**config.mk**
```make
export PLATFORM = sky130hd
export DESIGN_NAME = hb_deadtime_ctrl
export DESIGN_NICKNAME = d
export VERILOG_FILES = /design/src/rtl/hb_deadtime_ctrl.sv
export SDC_FILE = /design/constraint.sdc
export NUM_CORES = 1
export LEC_CHECK = 0
export BUFFER_PORTS_ARGS = -buffer_cell sky130_fd_sc_hd__buf_2
export CORE_UTILIZATION = 59
export CTS_BUF_LIST = sky130_fd_sc_hd__clkbuf_4
export CTS_CLUSTER_DIAMETER = 40
export CTS_CLUSTER_SIZE = 16
export DETAILED_ROUTE_END_ITERATION = 8
export PLACE_DENSITY = 0.81
export SYNTH_ARGS = -nofsm -noshare
export SYNTH_HDL_FRONTEND = slang
export SYNTH_SLANG_ARGS = --single-unit
```
**constraint.sdc**
```tcl
create_clock -name clk -period 1.93 [get_ports clk]
set_input_delay 0.0965 -clock clk [delete_from_list [all_inputs] [get_ports clk]]
set_output_delay 0.0965 -clock clk [all_outputs]
set_load 0.02 [all_outputs]
```
**src/rtl/hb_deadtime_ctrl.sv**
```systemverilog
module hb_deadtime_ctrl #(
  parameter int CNT_W  = 6,
  parameter int DT_MIN = 5,
  parameter int DT_MAX = 40
) (
  input  logic             clk,
  input  logic             rst_n,
  input  logic             en,
  input  logic             fault,
  input  logic [1:0]       mode,
  input  logic [CNT_W-1:0] dt_cycles,
  input  logic             hin,
  input  logic             lin,
  output logic             ho,
  output logic             lo
);

  localparam logic [CNT_W-1:0] CNT_SAT = '1;
  localparam logic [CNT_W-1:0] MIN_V   = CNT_W'(DT_MIN);
  localparam logic [CNT_W-1:0] MAX_V   = CNT_W'(DT_MAX);
  localparam logic [1:0] M_TRIM  = 2'b00;
  localparam logic [1:0] M_PROG  = 2'b01;
  localparam logic [1:0] M_FIXED = 2'b10;
  localparam logic [1:0] M_PASS  = 2'b11;

  logic [2:0] sync1, sync2;
  logic en_s, hs, ls;
  logic ho_q, lo_q, lock;
  logic ho_n, lo_n, go;
  logic [CNT_W-1:0] ho_off_cnt, lo_off_cnt, dt_req;

  always_ff @(posedge clk or negedge rst_n)
    if (!rst_n) begin
      sync1 <= '0;
      sync2 <= '0;
    end else begin
      sync1 <= {en, hin, lin};
      sync2 <= sync1;
    end

  assign en_s = sync2[2];
  assign hs   = sync2[1];
  assign ls   = sync2[0];
  assign go   = en_s & ~lock & ~fault;

  always_comb
    if (mode == M_FIXED)       dt_req = MAX_V;
    else if (dt_cycles < MIN_V) dt_req = MIN_V;
    else if (dt_cycles > MAX_V) dt_req = MAX_V;
    else                        dt_req = dt_cycles;

  always_comb begin
    case (mode)
      M_PASS: begin
        ho_n = hs;
        lo_n = ls;
      end
      M_TRIM: begin
        ho_n = hs & ~ls;
        lo_n = ls & ~hs;
      end
      default: begin
        ho_n = hs & ~ls & (ho_q | (~lo_q & (lo_off_cnt >= dt_req)));
        lo_n = ls & ~hs & (lo_q | (~ho_q & (ho_off_cnt >= dt_req)));
      end
    endcase
    if (!go) begin
      ho_n = 1'b0;
      lo_n = 1'b0;
    end
  end

  always_ff @(posedge clk or negedge rst_n)
    if (!rst_n) begin
      ho_q       <= 1'b0;
      lo_q       <= 1'b0;
      lock       <= 1'b0;
      ho_off_cnt <= '0;
      lo_off_cnt <= '0;
    end else begin
      ho_q <= ho_n;
      lo_q <= lo_n;
      lock <= fault | (lock & (hs | ls));
      if (fault) begin
        ho_off_cnt <= '0;
        lo_off_cnt <= '0;
      end else begin
        ho_off_cnt <= ho_q ? CNT_W'(1) : (ho_off_cnt == CNT_SAT ? CNT_SAT : ho_off_cnt + 1'b1);
        lo_off_cnt <= lo_q ? CNT_W'(1) : (lo_off_cnt == CNT_SAT ? CNT_SAT : lo_off_cnt + 1'b1);
      end
    end

  assign ho = ho_q & ~fault;
  assign lo = lo_q & ~fault;

  logic [CNT_W-1:0] chk_lo_quiet, chk_ho_quiet;
  always_ff @(posedge clk or negedge rst_n)
    if (!rst_n) begin
      chk_lo_quiet <= '0;
      chk_ho_quiet <= '0;
    end else begin
      chk_lo_quiet <= lo ? '0 : (chk_lo_quiet == CNT_SAT ? CNT_SAT : chk_lo_quiet + 1'b1);
      chk_ho_quiet <= ho ? '0 : (chk_ho_quiet == CNT_SAT ? CNT_SAT : chk_ho_quiet + 1'b1);
    end

  AST_NO_OVERLAP: assert property (@(posedge clk) disable iff (!rst_n)
    ($past(mode) != M_PASS) |-> !(ho && lo));

  AST_HO_GAP: assert property (@(posedge clk) disable iff (!rst_n)
    ($rose(ho_q) && ($past(mode) == M_PROG || $past(mode) == M_FIXED))
      |-> (chk_lo_quiet >= $past(dt_req)));

  AST_LO_GAP: assert property (@(posedge clk) disable iff (!rst_n)
    ($rose(lo_q) && ($past(mode) == M_PROG || $past(mode) == M_FIXED))
      |-> (chk_ho_quiet >= $past(dt_req)));

  AST_OFF_IMMEDIATE: assert property (@(posedge clk) disable iff (!rst_n)
    (ho_q && !hs) |=> !ho_q);

  AST_FAULT_HOLD: assert property (@(posedge clk) disable iff (!rst_n)
    $fell(fault) |-> (!ho && !lo));

endmodule

```
==> results.tsv <==
stage	metric	value	unit
clock_tree	h-tree-depth	1	
synthesis	yosys_warnings	0	
global_route	grt_max_degree	22	
route	drc_errors	0	
flow_run	maxCapViolCount	0	
power_and_ir_drop	power_density	573	nW/um^2
floorplanning	core	2000	sq um
hold_path	worstHoldStart	fault	
placed_design	hpwl	1.93	mm
clock_tree	clockRootBuffer	clkbuf_4	
route	wl_per_cell	13.6	um
timing	finalHoldViolCount	0	
global_route	grt_pass1_vias	1039	
floorplanning	die_area	2350	sq um
worst_setup_path	required	2.16	ns
power_and_ir_drop	vdd_drop_max	0.479	mV
global_route	grt-ovfl-total	0	
timing	grt_setup_unrepaired	false	
route	dr.pass1.iters	4	
synthesis	synth_edf_count	0	
hold_path	holdPathEnd	ho_off_cnt[0]	
synthesis	synth_area	1270	sq um
worst_setup_path	reg2reg_depth	5	
timing	final-setup-viol-count	0	
synthesis	syn_nets	163	
worst_setup_path	path_class	in2reg	
floorplanning	rows	16	
clock_tree	clk_pin_slew	0.12	ns
outcome	status	completed	
timing	fmax	0.636	GHz
route	ant_nets	0	
timing	hold_ws	0.0361	ns
clock_tree	clock_latency	0.31	ns
route	wl	2.47	mm
route	drtIter0Drc	14	
power_and_ir_drop	power.leakage	0.680	nW
timing	fin_worst_skew	0.00707	ns
hold_path	min_path_type	in2reg	
final_layout	nets	187	
timing	slew_headroom	0.690	
worst_setup_path	r2r-start	lo_off_cnt[5]	
global_route	grt_first_pass_wirelength	4.29	mm
synthesis	seq_area_frac_synth	0.413	
placed_design	io_buffers	15	
timing	slew_violations	0	
timing	fin_crit	1.57	ns
clock_tree	cts_buffers	3	
timing	finalCritPeriodShare	0.815	
floorplanning	die_h	48.4	um
worst_setup_path	ff2ff_setup_slack	0.39	ns
synthesis	synthArstFlopShare	1.00	
final_layout	drive_above_1_share	0.161	
worst_setup_path	critPathArrivalTime	1.81	ns
synthesis	netlist_instances	132	
synthesis	synth-seq-cells	21	
synthesis	synth.distinct_cells	26	
synthesis	synthFlopType	dfrtp_1	
clock_tree	clock_sinks	21	
placed_design	place_congestion	0.863	
synthesis	syn_avg_cell_area	9.64	sq um
timing	tightestPinTransition	0.465	ns
clock_tree	cts_tree	built	
clock_tree	cts_buffer_depth	2	
clock_tree	cts_setup_buffers	0	
global_route	track_usage	0.231	
timing	tns	0	ns
hold_path	whs_path_depth	2	
floorplanning	die_x	48.4	um
worst_setup_path	start_kind	primary input	
global_route	antenna_found_initial	0	
route	vias_per_cell	5.75	
final_layout	area_delta_synth_final	13.9	%
worst_setup_path	worstPathMaxFanout	5	
worst_setup_path	crit_path_end_kind	flop	
worst_setup_path	r2r_end	ho_q	
floorplanning	ios	16	
power_and_ir_drop	finalPower	0.830	mW
floorplanning	initial_core_util	0.636	
final_layout	diodes	0	
route	vias	1046	
clock_tree	cts_resized	0	
metrics by stage:
| stage | instances | area (sq um) | setup slack (ns) | util |
|---|---|---|---|---|
| after global routing | 182 | 1450 | 0.263 | 0.724 |
| after global placement | 174 | 1380 | 0.142 | 0.690 |
| after CTS | 182 | 1450 | 0.355 | 0.724 |
| final | 182 | 1450 | 0.357 | 0.724 |
| after detailed placement | 174 | 1380 | 0.0424 | 0.690 |
| after floorplan | 132 | 1270 | 0.341 | - |
logic make-up after synthesis:
| logic type | after synthesis | synth area share |
|---|---|---|
| XOR/XNOR | 3 | 0.0207 |
| buffers and inverters | 8 | 0.0236 |
| adder cells (fa/ha/maj) | 17 | 0.167 |
| flip-flops | 21 | 0.413 |
| AO/OA/AOI/OAI | 26 | 0.112 |
| multiplexers | 1 | 0.00787 |
| AND/OR/NAND/NOR | 56 | 0.256 |
cell usage after synthesis (all sizes together), types with 2 or more instances:
master	number	share of area
nand3b	3	0.037
nand2	11	0.032
o21ai	4	0.016
nor3b	2	0.012
nor3	3	0.012
or3	2	0.0098
a31oi	5	0.025
nand2b	6	0.030
nor2	12	0.035
dfrtp	21	0.41
ha	17	0.17
a21oi	15	0.059
nor4b	3	0.021
nand3	6	0.024
or2	5	0.025
inv	8	0.024
xnor2	2	0.014
timing repair:
action,in CTS,in global routing
endpoints found under the hold margin,24,0
hold buffers,4,0
endpoints found under the setup margin,0,0
worst max path at each step:
stage            start    to  slack [ns]  cells after the start
2_1_floorplan  mode[0]  lo_q        0.34                      8
3_3_place_gp   mode[0]  ho_q        0.14                      9
3_5_place_dp   mode[0]  lo_q        0.04                      9
4_1_cts        mode[0]  ho_q        0.35                      9
5_1_grt        mode[0]  lo_q        0.26                      9
6_report       mode[0]  ho_q        0.36                      9
worst max-delay path: stages:
cell and delay (ns):
buf_2 0.09, inv_1 0.05, ha_1 0.25, nor2_1 0.24, nand2_1 0.13, ha_1 0.34, nand3b_4 0.08, or3_1 0.37
a21oi_1 0.16
layer usage:
layer	part of all wire	GRT usage
met1	0.45	0.293
met3	0.039	0.0409
met4	0.0085	0.0441
met2	0.50	0.413
met5	0	0
layout make-up:
| class | instances | area (sq um) |
|---|---|---|
| clock buffer | 3 | 22.5 |
| tap | 27 | 33.8 |
| sequential | 21 | 526 |
| timing repair buffer | 19 | 115 |
| multi-input combinational | 103 | 717 |
| clock inverter | 1 | 5.00 |
| inverter | 8 | 30.0 |
| fill | 160 | 553 |
cells in the final DEF (no fill, tap or decap):
cell,count
a211oi_1,1
a21oi_1,15
a311oi_1,1
a31oi_1,5
and4_1,1
buf_2,15
clkbuf_4,3
clkinv_2,1
dfrtp_1,21
dlygate4sd3_1,4
ha_1,17
inv_1,8
mux2i_1,1
nand2_1,11
nand2b_1,6
nand3_1,6
nand3b_1,1
nand3b_4,2
nand4b_1,1
nor2_1,12
nor2b_1,1
nor3_1,3
nor3b_1,2
nor4b_1,3
o21ai_0,4
or2_1,1
or2_2,4
or3_1,2
xnor2_1,2
xor2_1,1
registers in the layout, summed over array words and instances, names as in the netlist:
signal,flops
ho_q,1
lo_q,1
sync2,3
sync1,3
lock,1
lo_off_cnt,6
ho_off_cnt,6
report_power, final:
| part | switching [mW] | internal (mW) | leakage, nW | total (mW) |
|---|---|---|---|---|
| logic | 0.0764 | 0.0657 | 0.391 | 0.142 |
| clock network | 0.135 | 0.0774 | 0.0177 | 0.212 |
| registers | 0.0170 | 0.458 | 0.270 | 0.475 |
| total | 0.228 | 0.601 | 0.680 | 0.830 |
(Power assumes the default switching activity.)
